$ cat src/rtl/plot_seq_pkg.sv
package plot_seq_pkg;

    localparam int FIELD_W    = 6;
    localparam int NUM_FIELDS = 3;
    localparam int WORD_W     = FIELD_W * NUM_FIELDS;
    localparam int IDX_W      = (NUM_FIELDS > 1) ? $clog2(NUM_FIELDS) : 1;
    localparam int NUM_PAIRS  = FIELD_W / 2;

    // Field layout, most significant member first.
    typedef struct packed {
        logic pen_up;
        logic pen_down;
        logic x_pos;
        logic x_neg;
        logic y_pos;
        logic y_neg;
    } step_t;

endpackage

$ cat src/rtl/plot_field_decode.sv
module plot_field_decode
    import plot_seq_pkg::*;
(
    input  logic [FIELD_W-1:0] field,
    output step_t              step,
    output logic               empty,
    output logic               conflict
);

    logic [NUM_PAIRS-1:0] pair_hit;

    // Each adjacent bit pair is one opposing couple.
    for (genvar g = 0; g < NUM_PAIRS; g++) begin : g_pair
        assign pair_hit[g] = field[2*g] & field[2*g+1];
    end

    always_comb begin
        step     = step_t'(field);
        empty    = (field == '0);
        conflict = |pair_hit;
    end

endmodule

$ cat src/rtl/plot_pacer.sv
module plot_pacer #(
    parameter int INTERVAL = 8
) (
    input  logic clk,
    input  logic rst_n,
    input  logic fire,
    output logic idle
);

    localparam int CW     = (INTERVAL > 1) ? $clog2(INTERVAL) : 1;
    localparam int RELOAD = INTERVAL - 1;

    logic [CW-1:0] cnt_d, cnt_q;

    always_comb begin
        cnt_d = cnt_q;
        if (fire) begin
            cnt_d = CW'(RELOAD);
        end else if (cnt_q != '0) begin
            cnt_d = cnt_q - CW'(1);
        end
    end

    always_ff @(posedge clk) begin
        if (!rst_n) cnt_q <= '0;
        else        cnt_q <= cnt_d;
    end

    assign idle = (cnt_q == '0);

    // no new step may be issued while a previous interval is still running.
    p_fire_when_idle_r6: assert property (@(posedge clk) disable iff (!rst_n)
        fire |-> (cnt_q == '0));

endmodule

$ cat src/rtl/plot_word_queue.sv
module plot_word_queue
    import plot_seq_pkg::*;
(
    input  logic               clk,
    input  logic               rst_n,
    input  logic               in_valid,
    input  logic [WORD_W-1:0]  in_word,
    input  logic               advance,
    input  logic               finish,
    output logic               ready,
    output logic               act_valid,
    output logic [FIELD_W-1:0] cur_field,
    output logic               last_field
);

    typedef struct packed {
        logic              act_valid;
        logic [WORD_W-1:0] act_word;
        logic [IDX_W-1:0]  act_idx;
        logic              hold_valid;
        logic [WORD_W-1:0] hold_word;
    } qstate_t;

    qstate_t q_d, q_q;
    logic    accept;
    logic    act_free;

    assign ready = !(q_q.hold_valid && q_q.act_valid);

    always_comb begin
        q_d      = q_q;
        accept   = in_valid && ready;
        act_free = !q_q.act_valid || finish;

        if (finish) begin
            q_d.act_valid = 1'b0;
        end else if (advance) begin
            q_d.act_word = q_q.act_word >> FIELD_W;
            q_d.act_idx  = q_q.act_idx + IDX_W'(1);
        end

        if (act_free) begin
            if (q_q.hold_valid) begin
                q_d.act_valid  = 1'b1;
                q_d.act_word   = q_q.hold_word;
                q_d.act_idx    = '0;
                q_d.hold_valid = 1'b0;
                if (accept) begin
                    q_d.hold_valid = 1'b1;
                    q_d.hold_word  = in_word;
                end
            end else if (accept) begin
                q_d.act_valid = 1'b1;
                q_d.act_word  = in_word;
                q_d.act_idx   = '0;
            end
        end else if (accept) begin
            q_d.hold_valid = 1'b1;
            q_d.hold_word  = in_word;
        end
    end

    always_ff @(posedge clk) begin
        if (!rst_n) q_q <= '0;
        else        q_q <= q_d;
    end

    assign act_valid  = q_q.act_valid;
    assign cur_field  = q_q.act_word[FIELD_W-1:0];
    assign last_field = (q_q.act_idx == IDX_W'(NUM_FIELDS - 1));

    // a refused offer leaves the held word untouched.
    p_full_ignores_r9: assert property (@(posedge clk) disable iff (!rst_n)
        !ready |=> $stable(q_q.hold_word));

    // when a word finishes, the held word becomes the active one.
    p_in_order_r8: assert property (@(posedge clk) disable iff (!rst_n)
        (finish && q_q.hold_valid) |=> (q_q.act_valid && q_q.act_word == $past(q_q.hold_word)));

    // a held word stays in place until the active word ends.
    p_hold_kept_r8: assert property (@(posedge clk) disable iff (!rst_n)
        (q_q.hold_valid && q_q.act_valid && !finish) |=> (q_q.hold_valid && $stable(q_q.hold_word)));

endmodule

$ cat src/rtl/plot_seq_top.sv
module plot_seq_top
    import plot_seq_pkg::*;
#(
    parameter int CLK_HZ  = 125_000_000,
    parameter int STEP_HZ = 300
) (
    input  logic              clk,
    input  logic              rst_n,
    input  logic              cmd_valid,
    input  logic [WORD_W-1:0] cmd_word,
    output logic              cmd_ready,
    output logic              pen_up,
    output logic              pen_down,
    output logic              x_pos,
    output logic              x_neg,
    output logic              y_pos,
    output logic              y_neg,
    output logic              combo_err
);

    localparam int RATIO    = CLK_HZ / STEP_HZ;
    localparam int INTERVAL = (RATIO < 1) ? 1 : RATIO;

    typedef struct packed {
        step_t step;
        logic  err;
    } out_t;

    out_t               out_d, out_q;
    logic               act_valid;
    logic [FIELD_W-1:0] cur_field;
    logic               last_field;
    logic               pace_idle;
    step_t              dec_step;
    logic               dec_empty;
    logic               dec_conflict;
    logic               eval;
    logic               fire;
    logic               advance;
    logic               finish;

    plot_word_queue i_queue (
        .clk        (clk),
        .rst_n      (rst_n),
        .in_valid   (cmd_valid),
        .in_word    (cmd_word),
        .advance    (advance),
        .finish     (finish),
        .ready      (cmd_ready),
        .act_valid  (act_valid),
        .cur_field  (cur_field),
        .last_field (last_field)
    );

    plot_field_decode i_decode (
        .field    (cur_field),
        .step     (dec_step),
        .empty    (dec_empty),
        .conflict (dec_conflict)
    );

    plot_pacer #(.INTERVAL(INTERVAL)) i_pacer (
        .clk   (clk),
        .rst_n (rst_n),
        .fire  (fire),
        .idle  (pace_idle)
    );

    always_comb begin
        eval    = act_valid && pace_idle;
        finish  = eval && (dec_empty || last_field);
        advance = eval && !dec_empty && !last_field;
        fire    = eval && !dec_empty && !dec_conflict;

        out_d      = '0;
        out_d.step = fire ? dec_step : '0;
        out_d.err  = eval && !dec_empty && dec_conflict;
    end

    always_ff @(posedge clk) begin
        if (!rst_n) out_q <= '0;
        else        out_q <= out_d;
    end

    assign pen_up    = out_q.step.pen_up;
    assign pen_down  = out_q.step.pen_down;
    assign x_pos     = out_q.step.x_pos;
    assign x_neg     = out_q.step.x_neg;
    assign y_pos     = out_q.step.y_pos;
    assign y_neg     = out_q.step.y_neg;
    assign combo_err = out_q.err;

    // opposing pulses never appear together.
    p_pen_pair_r5: assert property (@(posedge clk) disable iff (!rst_n) !(pen_up && pen_down));
    p_x_pair_r5:   assert property (@(posedge clk) disable iff (!rst_n) !(x_pos && x_neg));
    p_y_pair_r5:   assert property (@(posedge clk) disable iff (!rst_n) !(y_pos && y_neg));

    // a refused field produces no step pulse.
    p_err_quiet_r5: assert property (@(posedge clk) disable iff (!rst_n)
        combo_err |-> (out_q.step == '0));

    // while a step pulse is shown, the pacer is counting.
    if (INTERVAL > 1) begin : g_spacing
        p_step_spacing_r6: assert property (@(posedge clk) disable iff (!rst_n)
            (out_q.step != '0) |-> !pace_idle);
    end

endmodule

$ cat config.mk
export PLATFORM = sky130hd
export DESIGN_NAME = plot_seq_top
export DESIGN_NICKNAME = d
export VERILOG_FILES = /design/src/rtl/plot_seq_pkg.sv /design/src/rtl/plot_field_decode.sv /design/src/rtl/plot_pacer.sv /design/src/rtl/plot_word_queue.sv /design/src/rtl/plot_seq_top.sv
export SDC_FILE = /design/constraint.sdc
export NUM_CORES = 1
export LEC_CHECK = 0
export ABC_AREA = 0
export BUFFER_PORTS_ARGS = -buffer_cell sky130_fd_sc_hd__buf_2
export CORE_ASPECT_RATIO = 0.6
export CORE_UTILIZATION = 45
export DETAILED_ROUTE_END_ITERATION = 10
export PLACE_DENSITY = 0.62
export SLEW_MARGIN = 30
export SYNTH_ARGS = -nofsm -noshare
export SYNTH_HDL_FRONTEND = slang
export SYNTH_SLANG_ARGS = --single-unit
$ cat constraint.sdc
create_clock -name clk -period 2 [get_ports clk]
set_input_delay 0.2 -clock clk [delete_from_list [all_inputs] [get_ports clk]]
set_output_delay 0.2 -clock clk [all_outputs]
set_load 0.02 [all_outputs]
==> results of run 1 <==
-- what timing repair did --
action | in CTS | in global routing
resized for setup | 3 | 15
setup endpoints to repair | 32 | 61
pin swaps | 0 | 2
buffers inserted | 0 | 3
-- cells in the final DEF (no fill, tap or decap), types with 20 or more instances in the layout --
master and instances:
nand2_1 83, dfxtp_1 65, buf_4 42, a21oi_1 38, buf_2 28, nand3_1 25
o21ai_0 24, a22oi_1 20, a31oi_1 20
-- area by class of cell --
class,instances,share of cell area [%]
clock inverters,3,0.859
multi-input cells,378,49.6
inverters,5,0.402
clock buffers,12,5.29
flip-flops and latches,66,28.4
well taps,108,2.90
repair buffers,78,12.6
-- worst max-delay path, delay by kind of cell, from the launching register on --
family	cells	cell delay (ns)
compound gates	3	0.66
simple gates	2	0.64
flops	1	0.31
buf+inv	1	0.17
-- logic make-up after synthesis --
logic type                 share of synthesized area [%]
adders and majority gates                          0.996
DFF                                                 35.1
xor gates and xnor gates                            2.79
buffers and inverters                               5.41
and+or+nand+nor                                     28.0
AOI/OAI and AO/OA                                   27.8
-- path summary, 6_finish.rpt --
path | start | to | slack, ns | depth (start not counted)
worst max-delay path | i_queue.cur_field[1]$_SDFF_PN0_ | i_queue.q_q[5]$_SDFFE_PN0P_ | 0.06 | 6
worst min-delay path | cmd_word[12] | i_queue.q_q[12]$_SDFFE_PN0P_ | 0.17 | 3
worst max register to register | i_queue.cur_field[1]$_SDFF_PN0_ | i_queue.q_q[5]$_SDFFE_PN0P_ | 0.06 | 6
worst min register to register | i_queue.q_q[35]$_SDFF_PN0_ | i_queue.q_q[35]$_SDFF_PN0_ | 0.50 | 2
-- synthesized netlist by cell type (all sizes together) (2+ instances only) --
master / instances / share of area (%)
nand2b: 18 / 3.0
a221oi: 12 / 3.0
ha: 3 / 1.0
xor2: 10 / 2.3
nand4: 3 / 0.50
o21ai: 26 / 3.5
or2: 2 / 0.33
xnor2: 2 / 0.47
nor2: 17 / 1.7
inv: 5 / 0.50
or4: 3 / 0.70
and3: 10 / 1.7
nand2: 88 / 8.9
a22oi: 20 / 4.0
a31oi: 20 / 3.3
a211oi: 2 / 0.53
o22ai: 18 / 3.0
nand3: 26 / 3.6
a32oi: 2 / 0.47
clkbuf: 25 / 2.5
nand3b: 2 / 0.40
o21a: 13 / 2.6
dfxtp: 66 / 35
nor4: 19 / 4.3
a21oi: 38 / 5.0
buf: 15 / 2.4
nor3: 8 / 1.1
nand4b: 2 / 0.47
-- layer usage --
layer | global-route usage (%) | vias to the layer above | routed length [um]
met2 | 39.0 | 147 | 4690
met5 | 0 | - | 0
met4 | 5.56 | 0 | 63
met3 | 5.55 | 7 | 815
li1 | - | 1897 | -
met1 | 37.7 | 1839 | 5370
-- registers in the layout, indices dropped and copies added, names as in the netlist --
register and cells:
x_pos 1, i_queue.q_q 33, i_queue.act_valid 1, combo_err 1, i_pacer.cnt_q 19, pen_down 1, pen_up 1, y_pos 1
i_queue.cur_field 6, y_neg 1, x_neg 1
-- power by group through the flow --
| stage | clock [mW] | combinational, mW | sequential (mW) |
|---|---|---|---|
| 2_1_floorplan | 0 | 2.24 | 1.82 |
| 3_3_place_gp | 0 | 3.29 | 1.85 |
| 3_5_place_dp | 0 | 3.34 | 1.86 |
| 4_1_cts | 1.57 | 3.41 | 1.85 |
| 5_1_grt | 1.62 | 3.97 | 1.91 |
| 6_report | 1.55 | 3.67 | 1.87 |
==> run_results.csv, run 1 <==
group,metric,value,unit
pwr,finalPower,7.09,mW
worst_setup_path,cp_cell_sequence,"or4_4, o21ba_4, o311a_1, buf_12, nand3_1, a31oi_1",
die,die-area,0.00875,mm^2
grt,grt_max_degree,39,
job,maxCapViolations,0,
placed_design,portBuffers,28,
sta,slew_headroom,59.3,%
worst_setup_path,path_max_fanout,18,
cells_and_area,flow.area_growth_from_synthesis,23.8,%
logic_synthesis,synthesis.nets,513,
grt,grt_pass1_vias,3395,
placed_design,post-dp-hpwl,7.46,mm
die,chipHeight,72.9,um
sta,fin_crit_sh,97.0,%
cells_and_area,insertedDiodeCount,0,
grt,grt_overflow,0,
pwr,leakage_power_summed_over_all_cells,1.78,nW
worst_setup_path,critPathRequiredTime,2.18,ns
cts,clk_pin_slew,0.05,ns
cells_and_area,drive_above_1_share,21.8,%
die,fp.coreArea,0.00798,mm^2
routing,antenna_violating_nets_post_route,0,
logic_synthesis,postSynthRegisterBits,66,
pwr,clkPwrFrac,21.8,%
logic_synthesis,netlist_area_before_placement,0.00377,mm^2
cts,clock_tree_from_tritoncts,"yes",
cells_and_area,final_core_utilization,58.5,%
worst_setup_path,worstSetupStartpointType,"flop",
logic_synthesis,ys.warnings.count,0,
logic_synthesis,synth-async-reset-ratio,0,%
logic_synthesis,syn-mean-instance-area,7.70,um^2
die,floorplan.io_pins,29,
cells_and_area,layout.nets,562,
sta,grt_setup_unrepaired,"yes",
cts,clock_path_buffers,2,
die,floorplan.initialDensity,47.2,%
worst_setup_path,arrival,2.12,ns
cts,clk-insertion-delay-late,0.33,ns
pwr,netSwitchingPower,2.88,mW
pwr,power_frac_comb,51.8,%
sta,fin_setup_tns,0,ns
cts,cts-root-buf,"clkbuf_16",
worst_setup_path,crit_path_end_kind,"flop",
sta,drv_slew,0,
logic_synthesis,post_synth_inst_count,489,
pwr,power.share.switching,40.6,%
logic_synthesis,synth_ff_type,"dfxtp_1",
logic_synthesis,ys_seq_area_share,35.1,%
routing,finalWirelength,10.9,mm
placed_design,dpl.cell_count,632,
die,fp-row-count,25,
sta,holdWs,0.170,ns
grt,gr-usage-all-layers,25.8,%
cells_and_area,final_cell_area,0.00466,mm^2
routing,drt_pass1_iterations,5,
sta,fin_skew,0.00551,ns
routing,wl_per_cell,16.8,um
cells_and_area,layout.area.seq,0.00132,mm^2
grt,wire_length_of_the_first_global_routing_pass,17.6,mm
sta,max_slew.worst_pin.slew,0.610,ns
placed_design,globalplace.congestion,0.882,
routing,route.detailed.drc,0,
sta,setup_ws_final,0.0606,ns
logic_synthesis,edff_count_synth,0,
sta,timing.final.hold_violations,0,
worst_setup_path,cp_slowest_stage_delay,0.55,ns
pwr,internal_power,4.21,mW
worst_setup_path,timing.setup.critical_path_class,"flop to flop",
cells_and_area,multi_input_area,0.00231,mm^2
logic_synthesis,synth.lib_cells_used.distinct,54,
worst_setup_path,crit_path_top_delay_cell,"or4_4",
grt,antenna_found_initial,0,
pwr,power-per-cell-area,1520,mW/mm^2
cts,cts.sink_count,66,
status,outcome,"complete, no violations",
routing,initialDrtViolationCount,291,
cells_and_area,non_filler_cells_in_the_finished_layout,650,
cts,cts_hold_repair.buffers,0,
pwr,irDropWorstVdd,0.000586,V
cts,inserted_clock_buffers,9,
sta,final_critical_path_time_including_i_o_delays_and_setup,1.94,ns
sta,finalSetupViolations,0,
routing,dr_total_vias,3890,
routing,routed_via_density,5.98,
pwr,sequential_power_share,26.4,%
die,die-width,120,um
placed_design,pre_cts_slack,-0.0900,ns
cts,cts_max_level,3,
cells_and_area,fillerInstances,728,
placed_design,place_area,0.00427,mm^2
sta,clock.fmax,0.516,GHz
min_path,worst_hold_path_type,"primary input to flop",
Note: power is estimated with default switching activity, not from simulation.
==> run 2: changes to the inputs <==
--- a/config.mk
+++ b/config.mk
@@ -5,10 +5,11 @@
 export SDC_FILE = /design/constraint.sdc
 export NUM_CORES = 1
 export LEC_CHECK = 0
-export ABC_AREA = 0
+export ABC_AREA = 1
 export BUFFER_PORTS_ARGS = -buffer_cell sky130_fd_sc_hd__buf_2
 export CORE_ASPECT_RATIO = 0.6
 export CORE_UTILIZATION = 45
+export CTS_BUF_LIST = sky130_fd_sc_hd__clkbuf_4 sky130_fd_sc_hd__clkbuf_8 sky130_fd_sc_hd__clkbuf_16
 export DETAILED_ROUTE_END_ITERATION = 10
 export PLACE_DENSITY = 0.62
 export SLEW_MARGIN = 30
==> run_results.csv, run 2 <==
group,metric,value,unit
status,outcome,"complete, no violations",
cts,inserted_clock_buffers,9,
job,maxCapViolations,0,
routing,wl_per_cell,13.3,um
logic_synthesis,synthesis.nets,538,
worst_setup_path,crit_path_frequent_cell,"nor2_1",
sta,setup_ws_final,0.164,ns
cts,cts_hold_repair.buffers,0,
die,fp-row-count,24,
placed_design,place_area,0.00366,mm^2
sta,max_slew.worst_pin.slew,0.566,ns
die,floorplan.initialDensity,46.6,%
placed_design,pre_cts_slack,0.180,ns
sta,grt_setup_unrepaired,"no",
die,fp.coreArea,0.00727,mm^2
min_path,worst_hold_startpoint,"cmd_word[0]",
cells_and_area,regMostFlops,"i_queue.q_q",
die,die-area,0.00789,mm^2
placed_design,globalplace.congestion,0.935,
pwr,leakage_power_summed_over_all_cells,1.90,nW
routing,finalWirelength,8.71,mm
sta,fin_skew,0.00726,ns
logic_synthesis,edff_count_synth,0,
logic_synthesis,synth.lib_cells_used.distinct,31,
sta,slew_headroom,62.2,%
worst_setup_path,timing.reg2reg.setup_slack,0.16,ns
placed_design,post-dp-hpwl,6.09,mm
die,floorplan.io_pins,29,
worst_setup_path,r2r_cells,8,
sta,finalSetupViolations,0,
routing,routed_via_density,5.06,
pwr,finalPower,6.04,mW
worst_setup_path,cp_cell_sequence,"nor2_1, inv_1, nor2_1, nand3_4, o21ai_4, buf_4, nand2_1, a21oi_1",
placed_design,portBuffers,28,
grt,wire_length_of_the_first_global_routing_pass,14.6,mm
cells_and_area,flow.area_growth_from_synthesis,18.4,%
placed_design,dpl.cell_count,637,
cts,clk-insertion-delay-late,0.34,ns
routing,drt_pass1_iterations,5,
routing,initialDrtViolationCount,231,
logic_synthesis,synth_ff_type,"dfxtp_1",
cells_and_area,fillerInstances,729,
logic_synthesis,synth-async-reset-ratio,0,%
cells_and_area,layout_common_cells,"nand2_1, dfxtp_1, a21oi_1, inv_1, nor2_1",
sta,fin_setup_tns,0,ns
logic_synthesis,netlist_area_before_placement,0.00339,mm^2
pwr,irDropWorstVdd,0.000594,V
cts,clock_path_buffers,2,
logic_synthesis,post_synth_most_frequent_cells,"nand2_1, dfxtp_1, a21oi_1",
sta,clock.fmax,0.545,GHz
worst_setup_path,rr_endpoint,"i_queue.cur_field[0]$_SDFF_PN0_",
die,die-width,114,um
cts,cts.sink_count,66,
worst_setup_path,arrival,2.10,ns
routing,antenna_violating_nets_post_route,0,
logic_synthesis,syn-mean-instance-area,6.59,um^2
cells_and_area,layout.nets,568,
pwr,power-per-cell-area,1500,mW/mm^2
sta,final_critical_path_time_including_i_o_delays_and_setup,1.84,ns
routing,dr_total_vias,3306,
worst_setup_path,path_max_fanout,25,
grt,gr-usage-all-layers,24.2,%
logic_synthesis,synthMostInstantiatedCell,"nand2_1",
worst_setup_path,timing.setup.critical_path_class,"flop to flop",
cts,clock_tree_from_tritoncts,"yes",
worst_setup_path,cp_slowest_stage_delay,0.33,ns
grt,grt_max_degree,39,
cells_and_area,drive_above_1_share,13.8,%
sta,timing.final.hold_violations,0,
worst_setup_path,rr_startpoint,"i_pacer.cnt_q[2]$_SDFFE_PP0P_",
sta,holdWs,0.131,ns
cells_and_area,final_core_utilization,55.2,%
logic_synthesis,netlist.top_cell.by_area,"dfxtp_1",
cells_and_area,non_filler_cells_in_the_finished_layout,653,
min_path,hold-path-cell-count,3,
worst_setup_path,crit_path_end_kind,"flop",
logic_synthesis,ys.warnings.count,0,
cts,clk_pin_slew,0.06,ns
logic_synthesis,post_synth_inst_count,514,
logic_synthesis,ys_seq_area_share,39.0,%
worst_setup_path,worstSetupStartpointType,"flop",
logic_synthesis,postSynthRegisterBits,66,
logic_synthesis,synth_top_area_share,39.0,%
worst_setup_path,critPathRequiredTime,2.26,ns
grt,grt_pass1_vias,2979,
min_path,holdPathEnd,"i_queue.q_q[0]$_SDFFE_PN0P_",
sta,drv_slew,0,
cells_and_area,insertedDiodeCount,0,
grt,grt_overflow,0,
worst_setup_path,crit_path_top_delay_cell,"dfxtp_1",
cells_and_area,largest_register_ffs,33,
cells_and_area,final_cell_area,0.00401,mm^2
cells_and_area,layout_commonest_cell,"nand2_1",
routing,route.detailed.drc,0,
grt,antenna_found_initial,0,
die,chipHeight,69.2,um
cts,cts-root-buf,"clkbuf_16",
logic_synthesis,top_cells_by_area_in_the_synthesized_netlist,"dfxtp_1, nand2_1, a21oi_1",
sta,fin_crit_sh,91.8,%
min_path,worst_hold_path_type,"primary input to flop",
cts,cts_max_level,3,
-- run 2: cell count changes in the layout (fill, tap and decap cells not counted), sizes merged, moves of 13 or more --
cell	before	now
a31oi	20	0
nor2	17	45
a22oi	20	0
buf	78	42
o21a	13	0
nor4	19	1
a21oi	38	52
inv	5	47
nand2	88	172
nand2b	18	0
-- run 2: worst max-delay path: cells and delay by family, from the launching register on --
family | cells | cell delay (ns)
flops | 1 | 0.33
compound gates | 2 | 0.38
simple gates | 4 | 0.61
buf+inv | 2 | 0.41
-- run 2: area by class of cell --
| type | instances | area, um^2 | share of cell area [%] |
|---|---|---|---|
| clock buffer | 12 | 267 | 6.64 |
| clock inverter | 4 | 72.6 | 1.81 |
| inverter | 47 | 176 | 4.40 |
| multi-input combinational | 378 | 1790 | 44.5 |
| sequential | 66 | 1320 | 32.9 |
| tap | 104 | 130 | 3.24 |
| timing repair buffer | 42 | 262 | 6.51 |
-- run 2: cell families after synthesis --
family                     synth area share [%]
DFF                                        39.0
xor gates and xnor gates                   1.81
buffers and inverters                      8.75
and+or+nand+nor                            35.4
AOI/OAI and AO/OA                          14.0
adders and majority gates                  1.11
-- run 2: timing repair --
action,4_1_cts,5_1_grt
endpoints found under the setup margin,0,11
gates resized for setup,0,4
hold endpoints to repair,0,0
buffers inserted,0,0
-- run 2: worst max path at each step --
stage / start / to / depth (start not counted)
after floorplan: i_pacer.cnt_q[0]$_SDFFE_PN0P_ / i_queue.act_valid$_SDFF_PN0_ / 11
after global placement: i_pacer.cnt_q[0]$_SDFFE_PN0P_ / i_pacer.cnt_q[12]$_SDFFE_PN0P_ / 12
after detailed placement: i_pacer.cnt_q[0]$_SDFFE_PN0P_ / i_queue.q_q[7]$_SDFFE_PN0P_ / 10
after CTS: i_pacer.cnt_q[0]$_SDFFE_PN0P_ / i_queue.q_q[2]$_SDFFE_PN0P_ / 10
after global routing: i_pacer.cnt_q[4]$_SDFFE_PN0P_ / i_queue.q_q[38]$_SDFF_PN0_ / 10
final: i_pacer.cnt_q[2]$_SDFFE_PP0P_ / i_queue.cur_field[0]$_SDFF_PN0_ / 8
-- run 2: per-layer routing --
layer	routed length (um)	GRT usage [%]	part of all wire, %
met1	4650	36.3	53
met2	3430	32.8	39
met3	493	6.29	5.7
met4	131	8.66	1.5
met5	0	0	0
-- run 2: where the power goes --
group          total [mW]  leakage, nW  switching, mW  internal [mW]
Combinational        2.40         1.20           1.54          0.864
Sequential           1.85        0.540          0.249           1.60
Clock                1.78        0.165          0.591           1.19
Total                6.04         1.90           2.38           3.66
==> run 3: changes to the inputs <==
--- a/config.mk
+++ b/config.mk
@@ -7,7 +7,6 @@
 export LEC_CHECK = 0
 export ABC_AREA = 1
 export BUFFER_PORTS_ARGS = -buffer_cell sky130_fd_sc_hd__buf_2
-export CORE_ASPECT_RATIO = 0.6
 export CORE_UTILIZATION = 45
 export CTS_BUF_LIST = sky130_fd_sc_hd__clkbuf_4 sky130_fd_sc_hd__clkbuf_8 sky130_fd_sc_hd__clkbuf_16
 export DETAILED_ROUTE_END_ITERATION = 10
==> run_results.csv, run 3 (synthesis gave the netlist of run 2 again) <==
group,metric,value,unit
sta,setup_ws_final,0.129,ns
sta,max_slew.worst_pin.slew,0.481,ns
placed_design,dpl.cell_count,632,
sta,fin_crit_sh,93.5,%
worst_setup_path,rr_startpoint,"i_pacer.cnt_q[1]$_SDFFE_PP0P_",
cells_and_area,non_filler_cells_in_the_finished_layout,651,
placed_design,portBuffers,28,
sta,drv_slew,0,
routing,route.detailed.drc,0,
cells_and_area,layout.nets,571,
placed_design,post-dp-hpwl,5.78,mm
worst_setup_path,crit_path_end_kind,"flop",
sta,finalSetupViolations,0,
die,fp-row-count,31,
routing,antenna_violating_nets_post_route,0,
cts,clock_path_buffers,2,
worst_setup_path,worstSetupStartpoint,"i_pacer.cnt_q[1]$_SDFFE_PP0P_",
die,floorplan.io_pins,29,
min_path,worst_hold_path_type,"primary input to flop",
grt,grt_max_degree,37,
grt,grt_pass1_vias,3099,
routing,wl_per_cell,12.6,um
routing,finalWirelength,8.24,mm
sta,slew_headroom,67.9,%
cts,clk_pin_slew,0.07,ns
routing,routed_via_density,5.05,
placed_design,globalplace.congestion,0.870,
cts,cts-root-buf,"clkbuf_8",
pwr,power-per-cell-area,1390,mW/mm^2
sta,grt_setup_unrepaired,"yes",
die,fp.coreArea,0.00725,mm^2
cts,cts_max_level,3,
die,die-area,0.00788,mm^2
cells_and_area,drive_above_1_share,14.9,%
die,chipHeight,88.8,um
cells_and_area,regMostFlops,"i_queue.q_q",
die,die-width,88.8,um
pwr,finalPower,5.50,mW
cts,clock_tree_from_tritoncts,"yes",
cells_and_area,insertedDiodeCount,0,
pwr,leakage_power_summed_over_all_cells,1.88,nW
sta,fin_skew,0.00541,ns
worst_setup_path,worst_path_dominant_cell_family,"simple AND/OR/NAND/NOR gates",
cells_and_area,flow.area_growth_from_synthesis,16.5,%
routing,dr_total_vias,3287,
worst_setup_path,worstSetupStartpointType,"flop",
sta,holdWs,0.0940,ns
grt,grt_overflow,0,
die,floorplan.initialDensity,46.7,%
worst_setup_path,cp_slowest_stage_delay,0.33,ns
worst_setup_path,cp_cell_sequence,"inv_1, ha_1, nand2_1, nor2_2, nand3_4, o21ai_4, nand2_2, buf_4, nand3_1, a21oi_1",
sta,clock.fmax,0.535,GHz
worst_setup_path,critPathRequiredTime,2.22,ns
cells_and_area,layout_common_cells,"nand2_1, dfxtp_1, a21oi_1, inv_1, nor2_1",
cts,inserted_clock_buffers,9,
cells_and_area,final_cell_area,0.00395,mm^2
min_path,worst_hold_startpoint,"cmd_valid",
worst_setup_path,path_max_fanout,12,
worst_setup_path,timing.setup.critical_path_class,"flop to flop",
routing,drt_pass1_iterations,4,
worst_setup_path,crit_buf_inv,2,
sta,timing.final.hold_violations,0,
placed_design,place_area,0.00366,mm^2
worst_setup_path,crit_path_top_delay_cell,"dfxtp_1",
pwr,irDropWorstVdd,0.000455,V
worst_setup_path,arrival,2.09,ns
status,outcome,"complete, no violations",
sta,final_critical_path_time_including_i_o_delays_and_setup,1.87,ns
cells_and_area,fillerInstances,719,
grt,wire_length_of_the_first_global_routing_pass,14.0,mm
cells_and_area,layout_commonest_cell,"nand2_1",
grt,antenna_found_initial,0,
placed_design,pre_cts_slack,0.165,ns
routing,initialDrtViolationCount,146,
cells_and_area,largest_register_ffs,33,
cts,cts.sink_count,66,
grt,gr-usage-all-layers,23.3,%
job,maxCapViolations,0,
cts,clk-insertion-delay-late,0.35,ns
==> run 3: cell count changes in the layout (fill, tap and decap cells not counted), sizes merged <==
cell    previous run  this run
clkbuf            12        16
clkinv             1         0
bufinv             2         1
buf               42        44
inv               47        46
==> run 3: final timing paths <==
path                                                      to  slack [ns]  cells past startpoint
worst max-delay path            i_queue.q_q[16]$_SDFFE_PN0P_        0.13                     10
worst min register to register  i_queue.q_q[13]$_SDFFE_PN0P_        0.46                      2
worst max register to register  i_queue.q_q[16]$_SDFFE_PN0P_        0.13                     10
worst min-delay path            i_queue.act_valid$_SDFF_PN0_        0.09                      3
==> run 3: layer usage <==
metal | routed length (um) | GRT usage, % | vias up
met5 | 0 | 0 | -
met4 | 127 | 9.53 | 0
met3 | 244 | 3.92 | 11
met2 | 4080 | 41.2 | 54
met1 | 3790 | 27.9 | 1496
li1 | - | - | 1726
==> run 3: timing repair <==
item,in CTS,in global routing
hold buffers,0,0
setup buffers,0,2
setup endpoints to repair,0,23
resized for setup,0,8
==> run 3: worst reg2reg max path, cell delays in order (launching register included) <==
cell and delay, ns:
dfxtp_1 0.33, inv_1 0.09, ha_1 0.18, nand2_1 0.07
nor2_2 0.14, nand3_4 0.10, o21ai_4 0.23, nand2_2 0.21
buf_4 0.25, nand3_1 0.08, a21oi_1 0.06
==> run 3: per-stage QoR <==
step | setup TNS [ns] | util (%)
after floorplan | 0 | -
after global placement | 0 | 50.5
after detailed placement | 0 | 50.5
after CTS | 0 | 53.6
after global routing | -0.285 | 54.5
final | 0 | 54.5
==> run 3: power breakdown <==
| group | switching, mW | internal [mW] |
|---|---|---|
| clock | 0.504 | 0.741 |
| combinational | 1.50 | 0.924 |
| sequential | 0.237 | 1.60 |
==> run 3: layout make-up <==
type                            instances  area [um^2]  area share, %
Tap cell                               99          124           3.14
Clock inverter                          1         30.0          0.760
Multi-Input combinational cell        378         1790           45.3
Inverter                               47          180           4.56
Clock buffer                           15          194           4.91
Timing Repair Buffer                   45          310           7.86
Sequential cell                        66         1320           33.4
